`config.mk`:
```
export PLATFORM = sky130hd
export DESIGN_NAME = dual_span_timer
export DESIGN_NICKNAME = d
export VERILOG_FILES = /design/src/rtl/dst_pkg.sv /design/src/rtl/dst_arm.sv /design/src/rtl/dst_counter.sv /design/src/rtl/dst_thresh.sv /design/src/rtl/dual_span_timer.sv
export SDC_FILE = /design/constraint.sdc
export NUM_CORES = 1
export LEC_CHECK = 0
export ABC_AREA = 0
export BUFFER_PORTS_ARGS = -buffer_cell sky130_fd_sc_hd__buf_4
export CORE_AREA = 2 2 39 41
export DETAILED_ROUTE_END_ITERATION = 7
export DIE_AREA = 0 0 41 43
export PLACE_DENSITY_LB_ADDON = 0.1
export SYNTH_ARGS = -nofsm -noshare
export SYNTH_HDL_FRONTEND = slang
export SYNTH_HIERARCHICAL = 1
export SYNTH_SLANG_ARGS = --single-unit
```
`constraint.sdc`:
```
create_clock -name clk -period 3.8 [get_ports clk]
set_input_delay 0.95 -clock clk [delete_from_list [all_inputs] [get_ports clk]]
set_output_delay 0.95 -clock clk [all_outputs]
set_load 0.01 [all_outputs]
```
`src/rtl/dst_pkg.sv`:
```
// Shared definitions for the dual-threshold interval timer.
// Assumes nothing beyond IEEE 1800-2017 elaboration of constant functions.
package dst_pkg;

    // How a start request reaches the threshold flags.
    typedef enum logic {
        CLR_SYNC  = 1'b0,   // flags follow the register; clear seen after the edge
        CLR_ASYNC = 1'b1    // flags forced low in the same cycle as start
    } clr_mode_e;

    // Bits needed to hold every value from 0 up to and including lim.
    function automatic int cnt_width(input int lim);
        return (lim < 1) ? 1 : $clog2(lim + 1);
    endfunction

endpackage

```
`src/rtl/dst_arm.sv`:
```
// Arming flag for the interval counter.
// Set by a start request and cleared once the counter is about to reach its
// limit, so counting stops by itself. Assumes start has priority over the
// limit event within one cycle.
module dst_arm (
    input  logic clk,
    input  logic rst_n,
    input  logic start_i,
    input  logic reach_i,
    output logic run_o
);

    // Purpose: hold the enable that lets the counter advance.
    always_ff @(posedge clk) begin
        if (!rst_n) begin
            run_o <= 1'b0;
        end else if (start_i) begin
            run_o <= 1'b1;
        end else if (reach_i) begin
            run_o <= 1'b0;
        end
    end

endmodule

```
`src/rtl/dst_counter.sv`:
```
// Saturating up-counter for the interval timer.
// Clears to zero at any edge with start high and advances by one per edge while
// armed. It never goes past LIMIT. reach_o tells the arming logic that this
// edge will land on LIMIT. Assumes LIMIT fits in CW bits and LIMIT >= 2.
module dst_counter #(
    parameter int LIMIT = 7,
    parameter int CW    = dst_pkg::cnt_width(LIMIT)
) (
    input  logic          clk,
    input  logic          rst_n,
    input  logic          start_i,
    input  logic          run_i,
    output logic [CW-1:0] cnt_o,
    output logic          reach_o
);

    localparam logic [CW-1:0] TOP      = CW'(LIMIT);
    localparam logic [CW-1:0] TOP_LESS = CW'(LIMIT - 1);

    logic adv;

    // Purpose: decide whether this edge advances the count.
    always_comb begin
        adv     = run_i && (cnt_o != TOP);
        reach_o = adv && (cnt_o == TOP_LESS) && !start_i;
    end

    // Purpose: count register with start priority over advance.
    always_ff @(posedge clk) begin
        if (!rst_n) begin
            cnt_o <= '0;
        end else if (start_i) begin
            cnt_o <= '0;
        end else if (adv) begin
            cnt_o <= cnt_o + 1'b1;
        end
    end

endmodule

```
`src/rtl/dst_thresh.sv`:
```
// Threshold comparators for the interval timer.
// Turns the count into the short and long flags. In the immediate clear mode a
// high start masks the count to zero in the same cycle, which gives the clear
// without using start as a reset on any flop. Assumes SHORT_LEN >= 1 and
// SHORT_LEN < LONG_LEN.
module dst_thresh #(
    parameter int               SHORT_LEN = 3,
    parameter int               LONG_LEN  = 7,
    parameter dst_pkg::clr_mode_e CLR_MODE = dst_pkg::CLR_SYNC,
    parameter int               CW        = dst_pkg::cnt_width(LONG_LEN)
) (
    input  logic [CW-1:0] cnt_i,
    input  logic          start_i,
    output logic          short_o,
    output logic          long_o
);

    localparam logic [CW-1:0] SHORT_T = CW'(SHORT_LEN);
    localparam logic [CW-1:0] LONG_T  = CW'(LONG_LEN);

    logic [CW-1:0] seen;

    generate
        if (CLR_MODE == dst_pkg::CLR_ASYNC) begin : g_imm
            // Purpose: a high start hides the stored count at once.
            always_comb seen = start_i ? '0 : cnt_i;
        end else begin : g_sync
            // Purpose: flags follow the stored count only.
            always_comb seen = cnt_i;
        end
    endgenerate

    // Purpose: compare the visible count with both thresholds.
    always_comb begin
        short_o = (seen >= SHORT_T);
        long_o  = (seen >= LONG_T);
    end

endmodule

```
`src/rtl/dual_span_timer.sv`:
```
// Dual-threshold interval timer.
// One counter gives a short and a long terminal flag. A start request clears and
// arms it, and it freezes at the long count. CLR_MODE picks whether start clears
// the flags after the edge or in the same cycle. Assumes 1 <= SHORT_LEN <
// LONG_LEN and a single clock domain with start synchronous to clk.
module dual_span_timer #(
    parameter int                 SHORT_LEN = 3,
    parameter int                 LONG_LEN  = 7,
    parameter dst_pkg::clr_mode_e CLR_MODE  = dst_pkg::CLR_SYNC
) (
    input  logic clk,
    input  logic rst_n,
    input  logic start_i,
    output logic short_done_o,
    output logic long_done_o
);

    localparam int CW = dst_pkg::cnt_width(LONG_LEN);

    logic          run;
    logic          reach;
    logic [CW-1:0] cnt;

    dst_arm u_arm (
        .clk     (clk),
        .rst_n   (rst_n),
        .start_i (start_i),
        .reach_i (reach),
        .run_o   (run)
    );

    dst_counter #(
        .LIMIT (LONG_LEN),
        .CW    (CW)
    ) u_cnt (
        .clk     (clk),
        .rst_n   (rst_n),
        .start_i (start_i),
        .run_i   (run),
        .cnt_o   (cnt),
        .reach_o (reach)
    );

    dst_thresh #(
        .SHORT_LEN (SHORT_LEN),
        .LONG_LEN  (LONG_LEN),
        .CLR_MODE  (CLR_MODE),
        .CW        (CW)
    ) u_thr (
        .cnt_i   (cnt),
        .start_i (start_i),
        .short_o (short_done_o),
        .long_o  (long_done_o)
    );

endmodule

```
==> results of run 1 <==
[routing by layer]
layer,vias up,share of wire,track usage
met1,79,0.42,0.0548
met5,-,0,0
met4,0,0.020,0.0400
li1,91,-,-
met2,3,0.51,0.0875
met3,2,0.047,0.0628
[path summary, 6_finish.rpt]
check                  from              to  slack, ps  cells past startpoint
max          u_cnt/cnt_o[2]     long_done_o       1940                      2
min          u_cnt/cnt_o[1]  u_cnt/cnt_o[1]        580                      2
max reg2reg  u_cnt/cnt_o[0]     u_arm/run_o       2260                      7
min reg2reg  u_cnt/cnt_o[1]  u_cnt/cnt_o[1]        580                      2
[cells in the mapped netlist, drive strengths merged]
cell    instances  area (um2)
mux2i           1        10.0
nor2            4        15.0
xnor2           1        8.76
nand3           1        5.00
nand2b          1        6.26
a21o            1        7.51
ha              3        37.5
nor2b           2        27.5
and3            1        6.26
inv             1        3.75
o21a            1        7.51
a211oi          1        12.5
dfxtp           4        80.1
[worst max-delay path, stage by stage, from the launching register on]
cell     delay (ps)
dfxtp_1         390
and3_1          170
buf_4           110
[metrics by stage]
stage / util / cell area (um2) / setup slack (ps) / instances
final: 0.217 / 300 / 1940 / 45
after floorplan: - / 228 / 2270 / 22
after CTS: 0.217 / 300 / 1930 / 45
after global placement: 0.201 / 278 / 2180 / 42
after global routing: 0.217 / 300 / 1860 / 45
after detailed placement: 0.201 / 278 / 2190 / 42
[sequential cells by signal (all words and copies together) (netlist names)]
name / count
u_arm/run_o: 1
u_cnt/cnt_o: 3
[cell type report]
cell class	instances	area (um2)
fill	160	1080
multi-input combinational	17	144
sequential	4	80.1
timing repair buffer	4	30.0
clock buffer	3	22.5
tap	16	20.0
inverter	1	3.75
[cell families (layout without fill, tap and decap cells)]
logic type | after synthesis | after routing | share of synthesized area
AO/OA/AOI/OAI | 3 | 3 | 0.121
XOR/XNOR | 1 | 1 | 0.0385
adder cells (fa/ha/maj) | 3 | 3 | 0.165
buffers and inverters | 1 | 8 | 0.0165
flip-flops | 4 | 4 | 0.352
multiplexers | 1 | 1 | 0.0440
AND/OR/NAND/NOR | 9 | 9 | 0.264
[where the power goes]
part | switching (mW) | internal, mW
registers | 0.00156 | 0.0440
clock network | 0.0175 | 0.0353
logic | 0.00479 | 0.00646
==> run summary, run 1 <==
STA
-----------------------------------------------------------------------
Slew of the pin with the lowest slew margin                      183 ps
Setup TNS                                                          0 ps
Worst-case clock skew                                           5.52 ps
Final hold violations                                                 0
Unrepaired setup endpoints after global routing                      no
Worst rel slew slack                                              0.878
Minimum clock period after layout                               1860 ps
Period utilization                                                0.490
Final setup viols                                                     0
Fin. max-slew vios                                                    0
Peak Freq                                                     0.537 GHz
WHS                                                              580 ps

HOLD PATH
-----------------------------------------------------------------------
Class of the tightest hold or removal check                flop to flop

LOGIC SYNTHESIS
-----------------------------------------------------------------------
Synth Instances                                                      22
Cell variety after synth                                             13
Total nets after synthesis                                           28
Syn_area_per_cell                                              10.4 um2
Part of the Yosys area used for sequential elements               0.352
Mapped Area                                                     228 um2
Synthesis warning total                                               6
#FFs+latches synth                                                    4

CLOCK NETWORK
-----------------------------------------------------------------------
Root buffer cell                                               clkbuf_4
Cells resized by post-CTS repair                                      0
Clk pin slew, worst setup/hold paths                              40 ps
Maximum buffer depth of the clock tree                                2
Insertion delay to the later sink of the worst-skew pair         240 ps
Post-cts hold buffer count                                            0
Number of H-tree branching levels                                     1
CTS sink cnt                                                          4
Cts bufs inserted                                                     3
Number of setup buffers added after CTS                               0
CTS tree                                                          built

ROUTING
-----------------------------------------------------------------------
Final routed DRC violation total                                      0
Iter 0 DRT Violations                                                 2
Detailed-route via count                                            175
Via-per-instance ratio                                             3.89
Per-cell routed wire length                                     9.07 um
Initial DRT Pass Iterations                                           4
Number of antenna-violating nets in the routed design                 0
Final Routed Wirelength                                          408 um

SETUP PATH
-----------------------------------------------------------------------
Crit end category                                            output pin
Critical path type                                         flop to output pin
Maximum fanout along the worst path                                   5
Arrival time reported for the critical path endpoint             910 ps
Startpoint type of the worst setup path                            flop
Required arrival time at the worst endpoint                     2850 ps

PLACED DESIGN
-----------------------------------------------------------------------
Half-perimeter wire length after placement                       318 um
Number of buffers inserted by port buffering                          4
Routability-driven placement congestion ratio                     0.705

GLOBAL ROUTING
-----------------------------------------------------------------------
All-Layer GR Usage                                               0.0633
Vias in the first global route                                      167
Antenna violations before repair                                      0
Overall overflow remaining after global route                         0
Largest net degree at the start of global routing                     6
First-pass GRT wire length                                       676 um

FLOORPLANNING
-----------------------------------------------------------------------
Die height                                                        43 um
Effective utilization at floorplan                                0.165
Horizontal die dimension                                          41 um
Num ports                                                             5
Core ar.                                                       1380 um2
Area enclosed by the die boundary                              1760 um2
FP Rows                                                              14

POWER
-----------------------------------------------------------------------
Total power divided by cell area                             365 nW/um2
Highest ir drop seen on vdd                                      188 uV
Tot Pwr                                                        0.110 mW
Cell leakage power                                             0.146 nW

RUN STATUS
-----------------------------------------------------------------------
Outcome                                                    complete, no violations

FINISH
-----------------------------------------------------------------------
Net count, final                                                     37
Synth-to-Final Area Change                                        31.9%
Commonest cells after routing, fill and taps aside         buf_4 (4), dfxtp_1 (4), nor2_1 (4)
Layout cells sized above 1                                        0.345
Count of inserted antenna diode cells                                 0

FLOW RUN
-----------------------------------------------------------------------
Max capacitance violation total                                       0

Power figures use the tool's default switching activity.
==> inputs of run 2 (changes only) <==
--- a/config.mk
+++ b/config.mk
@@ -5,7 +5,7 @@
 export SDC_FILE = /design/constraint.sdc
 export NUM_CORES = 1
 export LEC_CHECK = 0
-export ABC_AREA = 0
+export ABC_AREA = 1
 export BUFFER_PORTS_ARGS = -buffer_cell sky130_fd_sc_hd__buf_4
 export CORE_AREA = 2 2 39 41
 export DETAILED_ROUTE_END_ITERATION = 7
==> constraint.sdc (replaced) <==
create_clock -name clk -period 1.5 [get_ports clk]
set_input_delay 0.375 -clock clk [delete_from_list [all_inputs] [get_ports clk]]
set_output_delay 0.375 -clock clk [all_outputs]
set_load 0.01 [all_outputs]
==> run 2 against run 1 <==
  * Combinational power grew to 2.8 times the previous value
  * Wire length grew 12%
  * Synthesized cell count grew 73%
  * Die area is the same
  * Final area grew 7.1%
  * Highest routed layer unchanged
  * Cell count grew 36%
==> run summary, run 2 <==
GLOBAL ROUTING
-----------------------------------------------------------------------------------------
Antenna violations before repair                                                        0   unchanged
Largest net degree at the start of global routing                                       7   was 6
First-pass GRT wire length                                                         696 um   was 676 um
Overall overflow remaining after global route                                           0   unchanged
All-Layer GR Usage                                                                 0.0662   was 0.0633
Vias in the first global route                                                        180   was 167

POWER
-----------------------------------------------------------------------------------------
Tot Pwr                                                                          0.280 mW   was 0.110 mW
Highest ir drop seen on vdd                                                        440 uV   was 188 uV
Cell leakage power                                                               0.160 nW   was 0.146 nW
Total power divided by cell area                                               872 nW/um2   was 365 nW/um2

LOGIC SYNTHESIS
-----------------------------------------------------------------------------------------
Number of enable-type register cells in the synthesized netlist                         0   unchanged
#FFs+latches synth                                                                      4   unchanged
Largest cells by area after synthesis                                        dfxtp_1 (32%), ha_1 (15%), inv_1 (12%)   was dfxtp_1 (35%), ha_1 (16%), nor2b_4 (12%)
Mapped Area                                                                       249 um2   was 228 um2
Synthesis warning total                                                                 6   unchanged
Most frequently used flop master after synthesis                                  dfxtp_1   unchanged
Cell variety after synth                                                               10   was 13
Part of the Yosys area used for sequential elements                                 0.322   was 0.352
Library cell occupying the most area in the post-synthesis netlist                dfxtp_1   unchanged
Cell types with the highest counts after synthesis                           inv_1 (8), nand2_1 (8), nor2_1 (7), dfxtp_1 (4)   was dfxtp_1 (4), nor2_1 (4), ha_1 (3), nor2b_4 (2)
Syn_area_per_cell                                                                6.55 um2   was 10.4 um2
Total nets after synthesis                                                             44   was 28
Synth Instances                                                                        38   was 22
Proportion of register bits with asynchronous set or reset after synthesis              0   unchanged
Area share of the largest cell type after synthesis                                 0.322   was 0.352

SETUP PATH
-----------------------------------------------------------------------------------------
Start of the worst register-to-register path                                 u_cnt/cnt_o[0]   unchanged
Crit Reg-Reg Endpoint                                                         u_arm/run_o   unchanged
Crit end category                                                                    flop   was output pin
Last element of the critical path                                             u_arm/run_o   was long_done_o
Critical path type                                                           flop to flop   was flop to output pin
Critical path cell sequence                                                  ha_1 > ha_1 > inv_1 > nand2_1 > nor3_1 > inv_1 > nand2_1 > a21oi_2   was and3_1 > buf_4
Delay of the slowest cell on the worst path                                        340 ps   was 390 ps
Required arrival time at the worst endpoint                                       1620 ps   was 2850 ps
Internal reg-to-reg setup slack                                                    170 ps   was 2260 ps
Arrival time reported for the critical path endpoint                              1460 ps   was 910 ps
Maximum fanout along the worst path                                                     5   unchanged
Critical path startpoint                                                     u_cnt/cnt_o[0]   was u_cnt/cnt_o[2]
Startpoint type of the worst setup path                                              flop   unchanged
Slowest cell on the critical path                                                 dfxtp_1   unchanged
Register-to-Register Path Depth                                                         8   was 7

FINISH
-----------------------------------------------------------------------------------------
Largest register FFs                                                                    3   unchanged
Filler cell count in the final layout                                                 156   was 160
Count of placed standard cells in the final layout, fillers left out                   61   was 45
Biggest register                                                              u_cnt/cnt_o   unchanged
Layout cells sized above 1                                                          0.244   was 0.345
Count of inserted antenna diode cells                                                   0   unchanged
Commonest cells after routing, fill and taps aside                           inv_1 (8), nand2_1 (8), nor2_1 (7)   was buf_4 (4), dfxtp_1 (4), nor2_1 (4)
Net count, final                                                                       53   was 37
Largest registers in the final layout                                        u_cnt/cnt_o (3), u_arm/run_o (1)   unchanged
Synth-to-Final Area Change                                                          29.1%   was 31.9%
Area used by sequential logic in the layout                                      80.1 um2   unchanged
Area of the multi-input gates                                                     135 um2   was 144 um2

ROUTING
-----------------------------------------------------------------------------------------
Final routed DRC violation total                                                        0   unchanged
Via-per-instance ratio                                                               3.89   about the same
Detailed-route via count                                                              237   was 175
Per-cell routed wire length                                                       7.49 um   was 9.07 um
Iter 0 DRT Violations                                                                  10   was 2
Number of antenna-violating nets in the routed design                                   0   unchanged
Final Routed Wirelength                                                            457 um   was 408 um
Initial DRT Pass Iterations                                                             4   unchanged

CLOCK NETWORK
-----------------------------------------------------------------------------------------
Post-cts hold buffer count                                                              0   unchanged
Cts bufs inserted                                                                       3   unchanged
Maximum buffer depth of the clock tree                                                  2   unchanged
Insertion delay to the later sink of the worst-skew pair                           230 ps   was 240 ps
CTS sink cnt                                                                            4   unchanged
Cells resized by post-CTS repair                                                        0   unchanged
Clk pin slew, worst setup/hold paths                                                40 ps   about the same
Number of setup buffers added after CTS                                                 0   unchanged
Number of H-tree branching levels                                                       1   unchanged
Root buffer cell                                                                 clkbuf_4   unchanged
CTS tree                                                                            built   unchanged

STA
-----------------------------------------------------------------------------------------
Post-layout worst setup margin                                                     167 ps   was 1940 ps
Slew of the pin with the lowest slew margin                                        205 ps   was 183 ps
Period utilization                                                                  0.888
Unrepaired setup endpoints after global routing                                        no   unchanged
Minimum clock period after layout                                                 1330 ps
Worst-case clock skew                                                             1.63 ps   was 5.52 ps
Fin. max-slew vios                                                                      0   unchanged
Final hold violations                                                                   0   unchanged
Setup TNS                                                                            0 ps   unchanged
Peak Freq                                                                       0.750 GHz
Final setup viols                                                                       0   unchanged
Worst rel slew slack                                                                0.863   was 0.878

PLACED DESIGN
-----------------------------------------------------------------------------------------
Number of buffers inserted by port buffering                                            4   unchanged
Half-perimeter wire length after placement                                         356 um   was 318 um
Placed Instances                                                                       58   was 42
Pre-CTS setup slack                                                                154 ps   was 2190 ps
Routability-driven placement congestion ratio                                       0.712   was 0.705

FLOORPLANNING
-----------------------------------------------------------------------------------------
Die height                                                                          43 um   unchanged
Core ar.                                                                         1380 um2   unchanged
FP Rows                                                                                14   unchanged
Area enclosed by the die boundary                                                1760 um2   unchanged
Horizontal die dimension                                                            41 um   unchanged
Num ports                                                                               5   unchanged
Effective utilization at floorplan                                                  0.180   was 0.165

FLOW RUN
-----------------------------------------------------------------------------------------
Max capacitance violation total                                                         0   unchanged

RUN STATUS
-----------------------------------------------------------------------------------------
Outcome                                                                      complete, no violations   unchanged

HOLD PATH
-----------------------------------------------------------------------------------------
Class of the tightest hold or removal check                                  primary input to flop   was flop to flop

==> run 2: per-layer routing <==
metal	global-route usage	share of wire	up-vias
li1	-	-	128
met1	0.0737	0.46	96
met2	0.0781	0.42	11
met3	0.0314	0.083	2
met4	0.0800	0.024	0
met5	0	0	-
==> run 2: how the worst min path moves through the flow <==
stage          cells after the start  slack (ps)        endpoint      startpoint
3_5_place_dp                       2         530  u_cnt/cnt_o[2]  u_cnt/cnt_o[2]
3_3_place_gp                       2         540  u_cnt/cnt_o[2]  u_cnt/cnt_o[2]
4_1_cts                            3         370     u_arm/run_o           rst_n
5_1_grt                            3         380     u_arm/run_o           rst_n
6_report                           3         380     u_arm/run_o           rst_n
2_1_floorplan                      2         490  u_cnt/cnt_o[2]  u_cnt/cnt_o[2]
==> run 2: metrics by stage <==
stage	area (um2)	util	hold WS, ps
after floorplan	249	-	495
after global placement	299	0.216	536
after detailed placement	299	0.216	526
after CTS	322	0.232	372
after global routing	322	0.232	384
final	322	0.232	384
==> run 2: power breakdown <==
part / switching [mW] / leakage [nW] / total [mW] / internal (mW)
registers: 0.00701 / 0.0329 / 0.119 / 0.112
clock network: 0.0409 / 0.0138 / 0.130 / 0.0893
logic: 0.0163 / 0.113 / 0.0309 / 0.0147
==> run 2: worst max-delay path, delay by kind of cell, from the launching register on <==
kind,cells,cell delay [ps]
buf+inv,2,160
simple gates,3,260
flops,1,340
fa+ha+maj,2,410
compound gates,1,50
==> run 2: layout make-up <==
cell class / count / area share
multi-input cells: 25 / 0.420
flip-flops and latches: 4 / 0.249
inverters: 9 / 0.105
repair buffers: 4 / 0.0934
clock buffers: 3 / 0.0700
well taps: 16 / 0.0623
==> run 2: kinds of logic after synthesis <==
family	after synthesis	share of synthesized area
AO/OA/AOI/OAI	1	0.0352
buffers and inverters	9	0.136
adder cells (fa/ha/maj)	3	0.151
flip-flops	4	0.322
AND/OR/NAND/NOR	21	0.357
==> inputs of run 3 (changes only) <==
--- a/config.mk
+++ b/config.mk
@@ -10,8 +10,8 @@
 export CORE_AREA = 2 2 39 41
 export DETAILED_ROUTE_END_ITERATION = 7
 export DIE_AREA = 0 0 41 43
+export GPL_TIMING_DRIVEN = 0
 export PLACE_DENSITY_LB_ADDON = 0.1
 export SYNTH_ARGS = -nofsm -noshare
 export SYNTH_HDL_FRONTEND = slang
-export SYNTH_HIERARCHICAL = 1
 export SYNTH_SLANG_ARGS = --single-unit
==> run 3 against run 2 <==
  * The run now ends with negative setup slack left
  * Global-route usage grew 2.5 points
  * Non-clock buffer count grew 3
  * Sequential cell count is the same
  * Core utilization is 4.2 points higher
  * Wire length is 16% higher
  * Fmax fell by 13%
  * Final area increased by 18%
  * Area after synthesis decreased by 0.50%
  * Cell count is 1.6% lower
  * Via count did not move
  * Sequential share of layout area down 2.9 points
  * Critical endpoint is now short_done_o
==> run summary, run 3 <==
RUN STATUS
-----------------------------------------------------------------------------------------
Outcome                                                                      finished, violations left   was complete, no violations
Violated checks                                                              negative setup slack

STA
-----------------------------------------------------------------------------------------
Final hold violations                                                                   0   unchanged
Post-layout worst setup margin                                                   -22.9 ps   was 167 ps
Peak Freq                                                                       0.657 GHz   was 0.750 GHz
Period utilization                                                                   1.02   was 0.888
Fin. max-slew vios                                                                      0   unchanged
Unrepaired setup endpoints after global routing                                       yes   was no
Worst rel slew slack                                                                0.919   was 0.863
Minimum clock period after layout                                                 1520 ps   was 1330 ps
Slew of the pin with the lowest slew margin                                        121 ps   was 205 ps
Worst-case clock skew                                                             2.24 ps   was 1.63 ps
Final setup viols                                                                       2   was 0

LOGIC SYNTHESIS
-----------------------------------------------------------------------------------------
Total nets after synthesis                                                             41   was 44
Syn_area_per_cell                                                                7.29 um2   was 6.55 um2
Synth Instances                                                                        34   was 38
#FFs+latches synth                                                                      4   unchanged
Area share of the largest cell type after synthesis                                 0.323   was 0.322
Cell variety after synth                                                               12   was 10
Library cell occupying the most area in the post-synthesis netlist                dfxtp_1   unchanged
Most used standard cell by instance count after synthesis                         nand2_1
Largest cells by area after synthesis                                        dfxtp_1 (32%), ha_1 (20%), nand2_1 (11%)   was dfxtp_1 (32%), ha_1 (15%), inv_1 (12%)
Part of the Yosys area used for sequential elements                                 0.323   was 0.322
Mapped Area                                                                       248 um2   was 249 um2
Synthesis warning total                                                                 0   was 6
Cell types with the highest counts after synthesis                           nand2_1 (7), nor2_1 (5), dfxtp_1 (4), ha_1 (4)   was inv_1 (8), nand2_1 (8), nor2_1 (7), dfxtp_1 (4)
Proportion of register bits with asynchronous set or reset after synthesis              0   unchanged
Most frequently used flop master after synthesis                                  dfxtp_1   unchanged
Number of enable-type register cells in the synthesized netlist                         0   unchanged

POWER
-----------------------------------------------------------------------------------------
Sw power                                                                        0.0697 mW   was 0.0642 mW
Design internal power                                                            0.222 mW   was 0.216 mW
Total power divided by cell area                                               766 nW/um2   was 872 nW/um2
Net switching share of the total power                                              0.239   was 0.229
Highest ir drop seen on vdd                                                        320 uV   was 440 uV
Combinational fraction of design power                                              0.142   was 0.110
Part of the power in the clock network                                              0.451   was 0.464
Cell leakage power                                                               0.173 nW   was 0.160 nW
Tot Pwr                                                                          0.291 mW   was 0.280 mW
Register share of total power                                                       0.407   was 0.425

ROUTING
-----------------------------------------------------------------------------------------
Via-per-instance ratio                                                               3.95   was 3.89
Final routed DRC violation total                                                        0   unchanged
Per-cell routed wire length                                                       8.83 um   was 7.49 um
Initial DRT Pass Iterations                                                             1   was 4
Detailed-route via count                                                              237   unchanged
Final Routed Wirelength                                                            530 um   was 457 um
Iter 0 DRT Violations                                                                   0   was 10
Number of antenna-violating nets in the routed design                                   0   unchanged

FLOORPLANNING
-----------------------------------------------------------------------------------------
Effective utilization at floorplan                                                  0.179   was 0.180
Horizontal die dimension                                                            41 um   unchanged
Die height                                                                          43 um   unchanged
FP Rows                                                                                14   unchanged
Core ar.                                                                         1380 um2   unchanged
Area enclosed by the die boundary                                                1760 um2   unchanged
Num ports                                                                               5   unchanged

SETUP PATH
-----------------------------------------------------------------------------------------
Arrival time reported for the critical path endpoint                              1150 ps   was 1460 ps
Delay of the slowest cell on the worst path                                        330 ps   was 340 ps
Slowest cell on the critical path                                                 dfxtp_2   was dfxtp_1
Critical path type                                                           flop to output pin   was flop to flop
Top Family by Delay on Critical Path                                           flip-flops   was adder cells
Crit end category                                                              output pin   was flop
Required arrival time at the worst endpoint                                       1120 ps   was 1620 ps
Critical path cell sequence                                                  ha_4 > ha_4 > nor2_2 > nand2_1 > buf_6   was ha_1 > ha_1 > inv_1 > nand2_1 > nor3_1 > inv_1 > nand2_1 > a21oi_2
Maximum fanout along the worst path                                                     2   was 5
Startpoint type of the worst setup path                                              flop   unchanged
Critical Path Most Common Cell                                                       ha_4
Critical path buffer and inverter count                                                 1   was 2

GLOBAL ROUTING
-----------------------------------------------------------------------------------------
All-Layer GR Usage                                                                 0.0915   was 0.0662
Overall overflow remaining after global route                                           0   unchanged
Largest net degree at the start of global routing                                       6   was 7
First-pass GRT wire length                                                        1000 um   was 696 um
Antenna violations before repair                                                        0   unchanged
Vias in the first global route                                                        248   was 180

CLOCK NETWORK
-----------------------------------------------------------------------------------------
CTS tree                                                                            built   unchanged
Number of H-tree branching levels                                                       1   unchanged
Insertion delay to the later sink of the worst-skew pair                           230 ps   about the same
CTS sink cnt                                                                            4   unchanged
Cts bufs inserted                                                                       3   unchanged
Maximum buffer depth of the clock tree                                                  2   unchanged
Clk pin slew, worst setup/hold paths                                                40 ps   about the same
Root buffer cell                                                                 clkbuf_4   unchanged
Post-cts hold buffer count                                                              0   unchanged

PLACED DESIGN
-----------------------------------------------------------------------------------------
Half-perimeter wire length after placement                                         346 um   was 356 um
Pre-CTS setup slack                                                                121 ps   was 154 ps
Number of buffers inserted by port buffering                                            4   unchanged
Routability-driven placement congestion ratio                                       0.655   was 0.712

FINISH
-----------------------------------------------------------------------------------------
Leading cell type in the layout, fill and taps excluded                           nand2_1
Commonest cells after routing, fill and taps aside                           nand2_1 (7), buf_4 (6), nor2_1 (4)   was inv_1 (8), nand2_1 (8), nor2_1 (7)
Largest register FFs                                                                    3   unchanged
Filler cell count in the final layout                                                 164   was 156
Area of the multi-input gates                                                     175 um2   was 135 um2
Area used by sequential logic in the layout                                      83.8 um2   was 80.1 um2
Synth-to-Final Area Change                                                          53.5%   was 29.1%
Largest registers in the final layout                                        u_cnt.cnt_o (3), u_arm.run_o (1)   was u_cnt/cnt_o (3), u_arm/run_o (1)
Net count, final                                                                       53   unchanged
Biggest register                                                              u_cnt.cnt_o   was u_cnt/cnt_o
Count of inserted antenna diode cells                                                   0   unchanged
Layout cells sized above 1                                                          0.545   was 0.244

FLOW RUN
-----------------------------------------------------------------------------------------
Max capacitance violation total                                                         0   unchanged

HOLD PATH
-----------------------------------------------------------------------------------------
Class of the tightest hold or removal check                                  primary input to flop   unchanged

-- run 3: logic make-up after synthesis --
kind of cell | share of synthesized area
flops | 0.323
fa+ha+maj | 0.202
compound gates | 0.0606
simple gates | 0.323
buf+inv | 0.0909
-- run 3: tightest hold or removal path, stage by stage --
cell and delay [ps]:
buf_4 80, inv_2 40, a21oi_1 90
-- run 3: power by group through the flow --
stage | clock network [mW] | registers, mW | logic (mW)
after global placement | 0 | 0.119 | 0.0346
after detailed placement | 0 | 0.119 | 0.0343
after global routing | 0.153 | 0.119 | 0.0489
final | 0.132 | 0.119 | 0.0413
after floorplan | 0 | 0.118 | 0.0239
after CTS | 0.142 | 0.118 | 0.0409
-- run 3: final cells by class --
type                            count  area share
Multi-Input combinational cell     24       0.461
Clock buffer                        3      0.0592
Sequential cell                     4       0.220
Inverter                            6      0.0592
Timing Repair Buffer                7       0.148
Tap cell                           16      0.0526
-- run 3: path summary, 6_finish.rpt --
kind	cells past startpoint	from	slack (ps)	endpoint
worst max-delay path	5	u_cnt.cnt_o[0]	-20	short_done_o
worst min-delay path	3	rst_n	390	u_arm.run_o
worst max register to register	8	u_cnt.cnt_o[0]	290	u_cnt.cnt_o[1]
worst min register to register	2	u_arm.run_o	470	u_arm.run_o
-- run 3: repair_timing --
action	in CTS	in global routing
pin swaps	2	0
setup buffers	3	0
endpoints found under the setup margin	2	2
gates resized for setup	9	1
cloned	0	0
-- run 3: metal layers --
metal	vias to the layer above	global-route usage	routed length, um
met5	-	0	0
met1	108	0.107	235
met3	0	0.0314	14
met4	0	0.100	0
li1	126	-	-
met2	3	0.116	281
-- run 3: through the flow --
stage          instances  TNS [ps]  area (um2)   util  hold WS, ps
3_3_place_gp          54         0         298  0.215          464
5_1_grt               60      -155         380  0.275          405
4_1_cts               60     -52.8         378  0.273          383
6_report              60     -41.1         380  0.275          395
3_5_place_dp          54         0         298  0.215          471
2_1_floorplan         34         0         248      -          448
